$ cat config.mk
export PLATFORM = sky130hd
export DESIGN_NAME = adc_pwr_mode_ctrl
export DESIGN_NICKNAME = d
export VERILOG_FILES = /design/src/rtl/adc_pwr_pkg.sv /design/src/rtl/adc_pwr_req_sel.sv /design/src/rtl/adc_pwr_sleep_fsm.sv /design/src/rtl/adc_pwr_chan_fsm.sv /design/src/rtl/adc_pwr_mode_ctrl.sv
export SDC_FILE = /design/constraint.sdc
export NUM_CORES = 1
export LEC_CHECK = 0
export BUFFER_PORTS_ARGS = -buffer_cell sky130_fd_sc_hd__buf_2
export CAP_MARGIN = 25
export CORE_AREA = 2 2 75 112
export CTS_BUF_LIST = sky130_fd_sc_hd__clkbuf_8
export DETAILED_ROUTE_END_ITERATION = 8
export DIE_AREA = 0 0 77 114
export PLACE_DENSITY = 0.67
export SLEW_MARGIN = 20
export SYNTH_ARGS = -nofsm -noshare
export SYNTH_HDL_FRONTEND = slang
export SYNTH_SLANG_ARGS = --single-unit
$ cat constraint.sdc
create_clock -name clk -period 2.6 [get_ports clk]
set_input_delay 0.52 -clock clk [delete_from_list [all_inputs] [get_ports clk]]
set_output_delay 0.52 -clock clk [all_outputs]
set_load 0.005 [all_outputs]
$ cat src/rtl/adc_pwr_pkg.sv
package adc_pwr_pkg;

    typedef enum logic [1:0] {
        GS_RUN   = 2'd0,
        GS_SLEEP = 2'd1,
        GS_WAKE  = 2'd2
    } glob_state_t;

    typedef enum logic [1:0] {
        CS_ON     = 2'd0,
        CS_NAP    = 2'd1,
        CS_WAKE   = 2'd2,
        CS_SETTLE = 2'd3
    } chan_state_t;

    typedef struct packed {
        logic sleep;
        logic settle;
    } glob_req_t;

    // Width needed to count from 0 up to n
    function automatic int unsigned cnt_bits(input int unsigned n);
        return (n < 2) ? 1 : $clog2(n + 1);
    endfunction

    // True when a counter at value cnt finishes a window of lim cycles
    function automatic logic win_done(input logic [31:0] cnt, input logic [31:0] lim);
        return (cnt + 32'd1) >= lim;
    endfunction

endpackage

$ cat src/rtl/adc_pwr_req_sel.sv
module adc_pwr_req_sel #(
    parameter int unsigned NCH = 2
) (
    input  logic           strap_mode,
    input  logic           strap_sleep,
    input  logic           reg_sleep,
    input  logic [NCH-1:0] reg_nap_mask,
    output logic           sleep_req,
    output logic [NCH-1:0] nap_req
);
    always_comb begin
        if (strap_mode) begin
            sleep_req = strap_sleep;
            nap_req   = '0;
        end else begin
            sleep_req = reg_sleep;
            nap_req   = reg_nap_mask;
        end
    end
endmodule

$ cat src/rtl/adc_pwr_sleep_fsm.sv
module adc_pwr_sleep_fsm
    import adc_pwr_pkg::*;
#(
    parameter int unsigned SLEEP_WAKE_CYC = 250000
) (
    input  logic        clk,
    input  logic        rst,
    input  logic        sleep_req,
    output glob_state_t gstate
);
    localparam int unsigned CW = cnt_bits(SLEEP_WAKE_CYC);

    glob_state_t st, st_nx;
    logic [CW-1:0] cnt, cnt_nx;

    always_comb begin
        st_nx  = st;
        cnt_nx = cnt;
        case (st)
            GS_RUN:   if (sleep_req) st_nx = GS_SLEEP;
            GS_SLEEP: if (!sleep_req) begin
                          st_nx  = GS_WAKE;
                          cnt_nx = '0;
                      end
            GS_WAKE: begin
                if (sleep_req) begin
                    st_nx = GS_SLEEP;
                end else if (win_done(32'(cnt), 32'(SLEEP_WAKE_CYC))) begin
                    st_nx  = GS_RUN;
                    cnt_nx = '0;
                end else begin
                    cnt_nx = cnt + CW'(1);
                end
            end
            default: st_nx = GS_SLEEP;
        endcase
    end

    always_ff @(posedge clk) begin
        if (rst) begin
            st  <= GS_RUN;
            cnt <= '0;
        end else begin
            st  <= st_nx;
            cnt <= cnt_nx;
        end
    end

    assign gstate = st;
endmodule

$ cat src/rtl/adc_pwr_chan_fsm.sv
module adc_pwr_chan_fsm
    import adc_pwr_pkg::*;
#(
    parameter int unsigned NAP_WAKE_CYC = 100,
    parameter int unsigned SETTLE_CYC   = 6250
) (
    input  logic clk,
    input  logic rst,
    input  logic nap_req,
    input  logic settle_en,
    input  logic sleep_hold,
    output logic napping,
    output logic chan_on
);
    localparam int unsigned MAXC = (NAP_WAKE_CYC > SETTLE_CYC) ? NAP_WAKE_CYC : SETTLE_CYC;
    localparam int unsigned CW   = cnt_bits(MAXC);

    chan_state_t st, st_nx;
    logic [CW-1:0] cnt, cnt_nx;

    always_comb begin
        st_nx  = st;
        cnt_nx = cnt;
        if (sleep_hold) begin
            // Sleep owns the channel; recovery is covered by the sleep count
            st_nx  = nap_req ? CS_NAP : CS_ON;
            cnt_nx = '0;
        end else begin
            case (st)
                CS_ON:  if (nap_req) st_nx = CS_NAP;
                CS_NAP: if (!nap_req) begin
                            st_nx  = CS_WAKE;
                            cnt_nx = '0;
                        end
                CS_WAKE: begin
                    if (nap_req) begin
                        st_nx = CS_NAP;
                    end else if (win_done(32'(cnt), 32'(NAP_WAKE_CYC))) begin
                        st_nx  = settle_en ? CS_SETTLE : CS_ON;
                        cnt_nx = '0;
                    end else begin
                        cnt_nx = cnt + CW'(1);
                    end
                end
                CS_SETTLE: begin
                    if (nap_req) begin
                        st_nx = CS_NAP;
                    end else if (win_done(32'(cnt), 32'(SETTLE_CYC))) begin
                        st_nx  = CS_ON;
                        cnt_nx = '0;
                    end else begin
                        cnt_nx = cnt + CW'(1);
                    end
                end
                default: st_nx = CS_NAP;
            endcase
        end
    end

    always_ff @(posedge clk) begin
        if (rst) begin
            st  <= CS_ON;
            cnt <= '0;
        end else begin
            st  <= st_nx;
            cnt <= cnt_nx;
        end
    end

    assign napping = (st == CS_NAP);
    assign chan_on = (st == CS_ON);
endmodule

$ cat src/rtl/adc_pwr_mode_ctrl.sv
module adc_pwr_mode_ctrl
    import adc_pwr_pkg::*;
#(
    parameter int unsigned NCH            = 2,
    parameter int unsigned NAP_WAKE_CYC   = 100,
    parameter int unsigned SETTLE_CYC     = 6250,
    parameter int unsigned SLEEP_WAKE_CYC = 250000
) (
    input  logic           clk,
    input  logic           rst,
    input  logic           strap_mode,
    input  logic           strap_sleep,
    input  logic           reg_sleep,
    input  logic [NCH-1:0] reg_nap_mask,
    input  logic           reg_settle_en,
    output logic [NCH-1:0] ch_pd,
    output logic           ref_pd,
    output logic           pll_pd,
    output logic [NCH-1:0] ch_ready
);
    logic           sleep_req;
    logic [NCH-1:0] nap_req;
    glob_state_t    gstate;
    glob_req_t      greq;
    logic [NCH-1:0] napping;
    logic [NCH-1:0] chan_on;
    logic           all_down;
    logic           run;

    adc_pwr_req_sel #(.NCH(NCH)) u_sel (
        .strap_mode   (strap_mode),
        .strap_sleep  (strap_sleep),
        .reg_sleep    (reg_sleep),
        .reg_nap_mask (reg_nap_mask),
        .sleep_req    (sleep_req),
        .nap_req      (nap_req)
    );

    assign greq.sleep  = sleep_req;
    assign greq.settle = reg_settle_en;

    adc_pwr_sleep_fsm #(.SLEEP_WAKE_CYC(SLEEP_WAKE_CYC)) u_sleep (
        .clk       (clk),
        .rst       (rst),
        .sleep_req (greq.sleep),
        .gstate    (gstate)
    );

    assign all_down = (gstate == GS_SLEEP);
    assign run      = (gstate == GS_RUN);

    for (genvar i = 0; i < NCH; i++) begin : g_ch
        adc_pwr_chan_fsm #(
            .NAP_WAKE_CYC (NAP_WAKE_CYC),
            .SETTLE_CYC   (SETTLE_CYC)
        ) u_ch (
            .clk        (clk),
            .rst        (rst),
            .nap_req    (nap_req[i]),
            .settle_en  (greq.settle),
            .sleep_hold (!run),
            .napping    (napping[i]),
            .chan_on    (chan_on[i])
        );
        assign ch_pd[i]    = all_down | napping[i];
        assign ch_ready[i] = run & chan_on[i];
    end

    assign ref_pd = all_down;
    assign pll_pd = all_down;
endmodule

==> results of run 1 <==
[flip-flops by register name (all words and copies together), names as in the netlist]
signal	cells
g_ch.u_ch.cnt	26
u_sleep.gstate	2
g_ch.u_ch.st	4
u_sleep.cnt	18
[cells by family (layout without fill, tap and decap cells)]
kind of cell	Yosys count	in the layout	synth area share
flip-flops	50	50	0.264
adder cells (fa/ha/maj)	9	9	0.0297
XOR/XNOR	8	8	0.0185
AO/OA/AOI/OAI	156	156	0.277
AND/OR/NAND/NOR	236	236	0.332
multiplexers	4	4	0.0106
buffers and inverters	57	92	0.0683
[power by group]
group | switching (mW) | internal, mW | leakage [nW] | total, mW
clock | 0.299 | 0.411 | 0.0714 | 0.710
combinational | 0.239 | 0.129 | 1.08 | 0.368
sequential | 0.0142 | 0.776 | 0.409 | 0.791
total | 0.552 | 1.32 | 1.56 | 1.87
[area by class of cell]
type | count | share of cell area
tap | 105 | 0.0292
inverter | 23 | 0.0192
multi-input combinational | 413 | 0.593
clock buffer | 6 | 0.0184
timing repair buffer | 61 | 0.101
clock inverter | 2 | 0.0133
sequential | 50 | 0.226
[worst min-delay path by stage]
stage                    startpoint              endpoint  slack [ns]
6_report                        rst        u_sleep.cnt[0]        0.48
5_1_grt                         rst        u_sleep.cnt[2]        0.49
4_1_cts                         rst        u_sleep.cnt[2]        0.49
3_5_place_dp   g_ch[0].u_ch.cnt[12]  g_ch[0].u_ch.cnt[12]        0.52
3_3_place_gp      u_sleep.gstate[1]     u_sleep.gstate[1]        0.50
2_1_floorplan  g_ch[0].u_ch.cnt[12]  g_ch[0].u_ch.cnt[12]        0.46
[worst max-delay path, stage by stage, from the launching register on]
cell and delay [ns]:
dfxtp_2 0.35, buf_4 0.14, and2_1 0.20, and2_4 0.23, a211o_1 0.27, a221oi_4 0.29
o211ai_2 0.18, buf_4 0.20, a2111oi_1 0.37, a31oi_1 0.08, a21oi_1 0.14
[what timing repair did]
item                                    4_1_cts  5_1_grt
pin swaps                                     1       14
gates cloned                                  0        0
endpoints found under the setup margin        7       41
gates resized for setup                       1       38
buffers inserted                              1        6
[layer usage]
layer / track usage / up-vias
met5: 0 / -
met1: 0.257 / 1949
met2: 0.452 / 96
li1: - / 1997
met3: 0.0372 / 26
met4: 0.100 / 0
[per-stage QoR]
step | power, mW | std cells
after global placement | 1.16 | 645
after global routing | 1.93 | 660
after CTS | 1.86 | 654
after detailed placement | 1.16 | 645
final | 1.87 | 660
after floorplan | 1.02 | 520
[layout by cell type (no fill, tap or decap), types with 4 or more instances in the layout]
master    instances
or3_1             7
a22oi_1           5
and2_1            9
nor4_1            5
inv_1            23
clkbuf_8          6
ha_1              6
o21ai_0          31
nor2b_1           4
a21oi_1          31
nor3_1           14
nand3_1          34
and3_1            4
o211ai_1          5
mux2i_1           4
xnor2_1           5
o22ai_1           6
nand2b_1          5
o21ai_1           5
nand2_1          62
a31oi_1          24
buf_2            13
nor2_1           40
dfxtp_2          11
nor4_2            5
nand4_1           7
buf_4            45
dfxtp_1          39
==> metrics.yaml, run 1 <==
r2r_slack_ns: 0.08
top_layer_used: "met4"
path_max_fanout: 13
multi_input_area_um2: 2670
fmax_mhz: 397
final_util: 0.569
die_h_um: 114
synth_top_cells_by_area: "dfxtp_1 26%, nand2_1 6.4%, nand3_1 4.8%"
setup_slack_ns: 0.0787
die_x_um: 77
avgRoutedWirePerCell_um: 15.7
r2r-end: "u_sleep.cnt[3]"
yosysSeqAreaShare: 0.264
ys_ff_latch: 50
holdWs_ns: 0.484
crit_path_end_kind: "register"
placed_cell_area_um2: 4140
fin_crit_ns: 2.52
met1_length_mm: 4.08
synth_top_cells_by_count: "65 x nand2_1, 50 x dfxtp_1, 42 x nor2_1"
yosysUniqueCellTypes: 77
clkTransAtPathRegs_ns: 0.10
synth_flop_cell: "dfxtp_1"
cts.path.max_buffers: 2
grt_pass1_wl_mm: 17.2
maxCapViolCount: 0
rr_startpoint: "u_sleep.cnt[1]"
synthesis.area_um2: 3790
clock_skew_ns: 0.00974
io_buffers: 13
holdBufCountCts: 0
antenna_cells: 0
maxSlewViolCount: 0
synth_most_common_cell: "nand2_1"
place.gp.congestion: 0.883
design_area_um2: 4500
slew_headroom: 0.514
vdd_drop_max_uv: 330
cp_data_arrival_time_ns: 2.79
row_count: 40
dieArea_um2: 8780
hold_depth: 2
syn_to_final_growth_pct: 18.7
cts_sinks: 50
start_util: 0.479
crit_required_ns: 2.87
syn_avg_cell_area_um2: 7.29
rsz0062_at_grt: "yes"
post-place-ws_ns: -0.00609
synth_top_area_frac: 0.264
power_density_nw_per_um2: 415
grt_start_max_net_pins: 20
root_buffer: "clkbuf_8"
routed_wl_mm: 10.4
fin_nets: 571
htree_num_levels: 2
synth_cells: 520
crit_end: "u_sleep.cnt[3]"
via_count: 4068
dr.pass1.iters: 6
antenna_found_initial: 0
ff2ff_path_depth: 10
drive_gt1_frac: 0.218
setup_viol: 0
startpoint: "u_sleep.cnt[1]"
io_pins: 14
grt_pass1_vias: 3773
routed-wl-met2_mm: 5.69
clock_latency_ns: 0.33
fin_crit_sh: 0.970
nFillCells: 776
grtUsageTotal: 0.237
power.leakage_nw: 1.56
route.met3.wl_um: 333
synth_edf_count: 0
drt_iter0_drc: 283
syn-num-nets: 537
hold_path.class: "in -> reg"
cts_tree: "built"
cts_buffers: 5
async_flop_share: 0
vias_per_cell: 6.16
dp.final_hpwl_mm: 7.56
seq_area_um2: 1010
finalSetupTns_ns: 0
synth_top_cell_by_area: "dfxtp_1"
outcome: "finished clean"
yosys_warnings: 0
drc_errors: 0
tightest_slew_ns: 0.728
ant_nets: 0
overflow: 0
cp-start-kind: "register"
hold_viol: 0
crit_type: "reg -> reg"
coreArea_um2: 7910
Power figures use the tool's default switching activity.
==> inputs of run 2 (changes only) <==
- ABC_AREA: unset -> 1
- CORE_AREA: 2 2 75 112 -> 3 3 71 106
- DIE_AREA: 0 0 77 114 -> 0 0 74 109
- PLACE_DENSITY: 0.67 -> 0.76
==> metrics.yaml, run 2 <==
clkTransAtPathRegs_ns: 0.10  # about the same
startpoint: "g_ch[0].u_ch.cnt[0]"  # was u_sleep.cnt[1]
cp_data_arrival_time_ns: 2.50  # was 2.79 ns
synth_cells: 641  # was 520
syn-num-nets: 658  # was 537
yosysSeqAreaShare: 0.262  # was 0.264
worst_path_most_repeated_cell: "nand2_1"  # was buf_4
row_count: 36  # was 40
crit_end: "g_ch[0].u_ch.cnt[4]"  # was u_sleep.cnt[3]
syn_to_final_growth_pct: 6.11  # was 18.7%
cp_num_cells: 14  # was 10
post-place-ws_ns: 0.360  # was -0.00609 ns
power_density_nw_per_um2: 654  # was 415 nW/um^2
ff2ff_path_depth: 14  # was 10
fmax_mhz: 435  # was 397 MHz
p_switching_mw: 1.21  # was 552 uW
die_x_um: 74  # was 77 um
hold_path.class: "reg -> reg"  # was in -> reg
clock_skew_ns: 0.0130  # was 0.00974 ns
antenna_cells: 0  # unchanged
r2r_slack_ns: 0.30  # was 0.08 ns
slew_headroom: 0.659  # was 0.514
placed_cell_area_um2: 3950  # was 4140 um^2
vias_per_cell: 5.56  # was 6.16
setup_viol: 0  # unchanged
pwr-share-seq: 0.330  # was 0.423
overflow: 0  # unchanged
hold_depth: 2  # unchanged
fin_nets: 670  # was 571
die_h_um: 109  # was 114 um
routed_wl_mm: 9.49  # was 10.4 mm
avgRoutedWirePerCell_um: 13.0  # was 15.7 um
start_util: 0.578  # was 0.479
rr_startpoint: "g_ch[0].u_ch.cnt[0]"  # was u_sleep.cnt[1]
syn_avg_cell_area_um2: 5.97  # was 7.29 um^2
design_area_um2: 4060  # was 4500 um^2
ant_nets: 0  # unchanged
mostFrequentLayoutCell: "nand2_1"  # unchanged
yosys_warnings: 0  # unchanged
synth_top_area_frac: 0.262  # was 0.264
cts_resized: 0  # was 1
drive_gt1_frac: 0.107  # was 0.218
synth_edf_count: 0  # unchanged
synth_most_common_cell: "nand2_1"  # unchanged
holdBufCountCts: 0  # unchanged
htree_num_levels: 2  # unchanged
cts_sinks: 50  # unchanged
setup_slack_ns: 0.301  # was 0.0787 ns
crit_slowest_cell: "dfxtp_1"  # was a2111oi_1
synth_top_cell_by_area: "dfxtp_1"  # unchanged
antenna_found_initial: 0  # unchanged
r2r-end: "g_ch[0].u_ch.cnt[4]"  # was u_sleep.cnt[3]
hold_viol: 0  # unchanged
fin_crit_sh: 0.884  # was 0.970
clock_latency_ns: 0.32  # was 0.33 ns
cp-start-kind: "register"  # unchanged
power.leakage_nw: 1.56  # about the same
yosysUniqueCellTypes: 36  # was 77
drt_iter0_drc: 268  # was 283
fin_crit_ns: 2.30  # was 2.52 ns
crit_required_ns: 2.80  # was 2.87 ns
cts_tree: "built"  # unchanged
vdd_drop_max_uv: 691  # was 330 uV
place.gp.congestion: 0.991  # was 0.883
dr.pass1.iters: 5  # was 6
nFillCells: 650  # was 776
multi_input_area_um2: 2440  # was 2670 um^2
cp.buffers_inverters: 1  # was 2
crit_type: "reg -> reg"  # unchanged
largest_register_ffs: 26  # unchanged
cts_setup_buffers: 0  # was 1
synth_top_cells_by_count: "185 x nand2_1, 83 x nor2_1, 79 x inv_1"  # was 65 x nand2_1, 50 x dfxtp_1, 42 x nor2_1
seq_area_um2: 1000  # was 1010 um^2
grt_start_max_net_pins: 20  # unchanged
maxCapViolCount: 0  # unchanged
switching_share: 0.454  # was 0.296
via_count: 4059  # was 4068
ys_ff_latch: 50  # unchanged
cts.path.max_buffers: 2  # unchanged
rsz0062_at_grt: "no"  # was yes
intPower_mw: 1.45  # was 1.32 mW
drc_errors: 0  # unchanged
cts_buffers: 5  # unchanged
synth_top_cells_by_area: "dfxtp_1 26%, nand2_1 18%, nor2_1 8.1%"  # was dfxtp_1 26%, nand2_1 6.4%, nand3_1 4.8%
grt_pass1_vias: 3979  # was 3773
io_buffers: 13  # unchanged
tightest_slew_ns: 0.508  # was 0.728 ns
root_buffer: "clkbuf_8"  # unchanged
dieArea_um2: 8070  # was 8780 um^2
outcome: "finished clean"  # unchanged
path_max_fanout: 12  # was 13
layout_common_cells: "185 x nand2_1, 83 x nor2_1, 79 x inv_1"  # was 62 x nand2_1, 45 x buf_4, 40 x nor2_1
top_register: "g_ch.u_ch.cnt"  # unchanged
slowest_delay_ns: 0.43  # was 0.37 ns
coreArea_um2: 6620  # was 7910 um^2
synth_flop_cell: "dfxtp_1"  # unchanged
dp.final_hpwl_mm: 7.13  # was 7.56 mm
clkPwrFrac: 0.219  # was 0.380
grtUsageTotal: 0.260  # was 0.237
min_from: "u_sleep.cnt[17]"  # was rst
p_total_mw: 2.65  # was 1.87 mW
synthesis.area_um2: 3830  # was 3790 um^2
grt_pass1_wl_mm: 16.9  # was 17.2 mm
largestRegisters: "g_ch.u_ch.cnt: 26 flops, u_sleep.cnt: 18 flops, g_ch.u_ch.st: 4 flops"  # unchanged
async_flop_share: 0  # unchanged
finalSetupTns_ns: 0  # unchanged
combPwrFrac: 0.451  # was 0.197
maxSlewViolCount: 0  # unchanged
crit_path_end_kind: "register"  # unchanged
crit_family: "simple AND/OR/NAND/NOR gates"  # was compound AO/OA/AOI/OAI gates
cp_cell_sequence: "ha_1, inv_2, nor2_4, nand2_1, nand2_1, nand3_1, nor2_2, nand2_1, nor2_1, nor2_2, nand2_1, nand2_2, nand3_1, a21oi_1"  # was buf_4, and2_1, and2_4, a211o_1, a221oi_4, o211ai_2, buf_4, a2111oi_1, a31oi_1, a21oi_1
io_pins: 14  # unchanged
[run 2: cell types whose count changed in the layout (fill, tap and decap cells not counted), moves of 12 or more]
cell,before,now
inv_1,23,79
a21oi_1,31,51
buf_4,45,5
a31oi_1,24,1
nand4_1,7,30
nand3_1,34,60
o21ai_0,31,8
nor2_1,40,83
nand2_2,3,15
nand2_1,62,185
[run 2: power groups by stage]
| stage | combinational (mW) | sequential, mW | clock [mW] |
|---|---|---|---|
| 3_5_place_dp | 1.20 | 0.894 | 0 |
| 4_1_cts | 1.20 | 0.876 | 0.596 |
| 5_1_grt | 1.35 | 0.883 | 0.615 |
| 2_1_floorplan | 0.898 | 0.879 | 0 |
| 3_3_place_gp | 1.19 | 0.889 | 0 |
| 6_report | 1.20 | 0.876 | 0.581 |
[run 2: metrics by stage]
step                       util  instances  hold slack, ns
after detailed placement  0.596        722           0.468
after global placement    0.596        722           0.459
after CTS                 0.613        730           0.483
final                     0.613        730           0.482
after global routing      0.613        730           0.516
after floorplan               -        641           0.445
[run 2: routing by layer]
layer / wire length (um) / global-route usage / vias up
met5: 0 / 0 / -
met2: 4980 / 0.478 / 122
met1: 3950 / 0.292 / 1840
li1: - / - / 2080
met4: 206 / 0.110 / 0
met3: 354 / 0.0351 / 17
[run 2: worst min-delay path by stage]
| stage | end | slack (ns) |
|---|---|---|
| floorplan | u_sleep.cnt[17] | 0.45 |
| global placement | u_sleep.cnt[17] | 0.46 |
| detailed placement | u_sleep.cnt[17] | 0.47 |
| CTS | u_sleep.cnt[17] | 0.48 |
| global route | g_ch[0].u_ch.cnt[12] | 0.52 |
| finish | u_sleep.cnt[17] | 0.48 |
[run 2: worst reg2reg max path: stages (launching register included)]
cell and delay, ns:
dfxtp_1 0.43, ha_1 0.35, inv_2 0.09, nor2_4 0.16, nand2_1 0.07, nand2_1 0.11, nand3_1 0.11, nor2_2 0.16
nand2_1 0.08, nor2_1 0.14, nor2_2 0.06, nand2_1 0.07, nand2_2 0.17, nand3_1 0.13, a21oi_1 0.06
[run 2: final cells by class]
class	instances	area share
clock inverters	3	0.0111
repair buffers	18	0.0253
flip-flops and latches	50	0.246
well taps	76	0.0234
multi-input cells	497	0.602
clock buffers	5	0.0169
inverters	81	0.0749
[run 2: logic make-up after synthesis]
kind of cell	after synthesis	share of synthesized area
simple gates	410	0.493
buf+inv	94	0.0997
compound gates	70	0.0984
flops	50	0.262
fa+ha+maj	9	0.0294
xor+xnor	8	0.0183
==> inputs of run 3 (changes only) <==
- PLACE_DENSITY: 0.76 -> 0.78
==> metrics.yaml, run 3 (synthesis results as in run 2) <==
hold_viol: 0  # unchanged
top_register: "g_ch.u_ch.cnt"  # unchanged
cts_resized: 0  # unchanged
dieArea_um2: 8070  # unchanged
slew_headroom: 0.689  # was 0.659
dr.pass1.iters: 6  # was 5
grt_start_max_net_pins: 20  # unchanged
die_x_um: 74  # unchanged
cts.path.max_buffers: 2  # unchanged
htree_num_levels: 2  # unchanged
power.leakage_nw: 1.56  # about the same
largestRegisters: "g_ch.u_ch.cnt: 26 flops, u_sleep.cnt: 18 flops, g_ch.u_ch.st: 4 flops"  # unchanged
vdd_drop_max_uv: 769  # was 691 uV
drt_iter0_drc: 277  # was 268
path_max_fanout: 12  # unchanged
crit_type: "reg -> reg"  # unchanged
grtUsageTotal: 0.266  # was 0.260
seq_area_um2: 1000  # unchanged
multi_input_area_um2: 2440  # unchanged
r2r_slack_ns: 0.35  # was 0.30 ns
crit_path_end_kind: "register"  # unchanged
avgRoutedWirePerCell_um: 13.6  # was 13.0 um
maxSlewViolCount: 0  # unchanged
cts_sinks: 50  # unchanged
dp_cells: 722  # unchanged
via_count: 4130  # was 4059
overflow: 0  # unchanged
crit_slowest_cell: "dfxtp_1"  # unchanged
worst_path_most_repeated_cell: "nand2_1"  # unchanged
holdBufCountCts: 0  # unchanged
io_pins: 14  # unchanged
finalSetupTns_ns: 0  # unchanged
p_total_mw: 2.60  # was 2.65 mW
row_count: 36  # unchanged
antenna_cells: 0  # unchanged
instances_no_fill: 730  # unchanged
cp-start-kind: "register"  # unchanged
hold_depth: 2  # unchanged
cts_tree: "built"  # unchanged
layout_common_cells: "185 x nand2_1, 83 x nor2_1, 80 x inv_1"  # was 185 x nand2_1, 83 x nor2_1, 79 x inv_1
clock_latency_ns: 0.32  # about the same
syn_to_final_growth_pct: 5.52  # was 6.11%
cp_data_arrival_time_ns: 2.52  # was 2.50 ns
crit_required_ns: 2.87  # was 2.80 ns
drive_gt1_frac: 0.106  # was 0.107
post-place-ws_ns: 0.396  # was 0.360 ns
intPower_mw: 1.38  # was 1.45 mW
cts_buffers: 5  # unchanged
switching_share: 0.470  # was 0.454
io_buffers: 13  # unchanged
coreArea_um2: 6620  # unchanged
combPwrFrac: 0.469  # was 0.451
rsz0062_at_grt: "no"  # unchanged
setup_slack_ns: 0.352  # was 0.301 ns
clkTransAtPathRegs_ns: 0.10  # about the same
dp.final_hpwl_mm: 7.58  # was 7.13 mm
power_density_nw_per_um2: 643  # was 654 nW/um^2
cp_cell_sequence: "ha_1, inv_2, nor2_4, nand4_1, nand2_1, inv_1, nor2_1, nand2_1, nor2_1, nand2_1, nand2_2, nand3_1, a21oi_2"  # was ha_1, inv_2, nor2_4, nand2_1, nand2_1, nand3_1, nor2_2, nand2_1, nor2_1, nor2_2, nand2_1, nand2_2, nand3_1, a21oi_1
r2r-end: "g_ch[0].u_ch.cnt[10]"  # was g_ch[0].u_ch.cnt[4]
clkPwrFrac: 0.194  # was 0.219
routed_wl_mm: 9.93  # was 9.49 mm
nFillCells: 667  # was 650
cts_setup_buffers: 0  # unchanged
hold_path.class: "reg -> reg"  # unchanged
setup_viol: 0  # unchanged
clock_skew_ns: 0.00723  # was 0.0130 ns
final_util: 0.610  # was 0.613
pwr-share-seq: 0.337  # was 0.330
drc_errors: 0  # unchanged
p_switching_mw: 1.22  # was 1.21 mW
die_h_um: 109  # unchanged
largest_register_ffs: 26  # unchanged
grt_pass1_wl_mm: 17.0  # was 16.9 mm
fin_nets: 670  # unchanged
startpoint: "g_ch[0].u_ch.cnt[0]"  # unchanged
fmax_mhz: 445  # was 435 MHz
mostFrequentLayoutCell: "nand2_1"  # unchanged
slowest_delay_ns: 0.44  # was 0.43 ns
antenna_found_initial: 0  # unchanged
ff2ff_path_depth: 13  # was 14
outcome: "finished clean"  # unchanged
crit_end: "g_ch[0].u_ch.cnt[10]"  # was g_ch[0].u_ch.cnt[4]
root_buffer: "clkbuf_8"  # unchanged
grt_pass1_vias: 4077  # was 3979
ant_nets: 0  # unchanged
fin_crit_ns: 2.25  # was 2.30 ns
maxCapViolCount: 0  # unchanged
tightest_slew_ns: 0.467  # was 0.508 ns
start_util: 0.578  # unchanged
fin_crit_sh: 0.864  # was 0.884
rr_startpoint: "g_ch[0].u_ch.cnt[0]"  # unchanged
place.gp.congestion: 0.947  # was 0.991
vias_per_cell: 5.66  # was 5.56
min_from: "u_sleep.cnt[17]"  # unchanged
## run 3: changes by cell type in the layout (fill, tap and decap cells not counted)
| cell | previous run | this run |
|---|---|---|
| clkinv_2 | 0 | 1 |
| clkbuf_8 | 5 | 6 |
| bufinv_16 | 1 | 0 |
| clkinvlp_4 | 2 | 0 |
| inv_1 | 79 | 80 |
## run 3: layout make-up
cell class / instances / area share
Multi-Input combinational cell: 497 / 0.605
Sequential cell: 50 / 0.248
Inverter: 81 / 0.0753
Timing Repair Buffer: 18 / 0.0254
Tap cell: 76 / 0.0235
Clock buffer: 6 / 0.0204
Clock inverter: 2 / 0.00217
## run 3: worst min-delay path by stage
stage                       to  slack [ns]
2_1_floorplan  u_sleep.cnt[17]        0.45
3_3_place_gp   u_sleep.cnt[17]        0.45
3_5_place_dp   u_sleep.cnt[17]        0.46
4_1_cts        u_sleep.cnt[17]        0.48
5_1_grt        u_sleep.cnt[17]        0.51
6_report       u_sleep.cnt[17]        0.47
## run 3: power by group through the flow
stage	sequential, mW	clock (mW)	combinational, mW
floorplan	0.879	0	0.898
global placement	0.887	0	1.19
detailed placement	0.892	0	1.21
CTS	0.874	0.508	1.21
global route	0.887	0.529	1.35
finish	0.875	0.504	1.22
## run 3: metal layers
layer	global-route usage	routed length, um	vias up
li1	-	-	2086
met2	0.484	5180	123
met5	0	0	-
met3	0.0351	370	45
met1	0.282	3880	1876
met4	0.161	498	0
## run 3: critical path: cells and delay by family, from the launching register on
kind	cells	cell delay (ns)
AO/OA/AOI/OAI	1	0.13
buffers and inverters	2	0.16
flip-flops	1	0.44
AND/OR/NAND/NOR	9	1.10
adder cells (fa/ha/maj)	1	0.35
## run 3: through the flow
stage,hold slack [ns],cell area (um^2)
floorplan,0.445,3830
global placement,0.453,3950
detailed placement,0.462,3950
CTS,0.476,4040
global route,0.507,4040
finish,0.473,4040
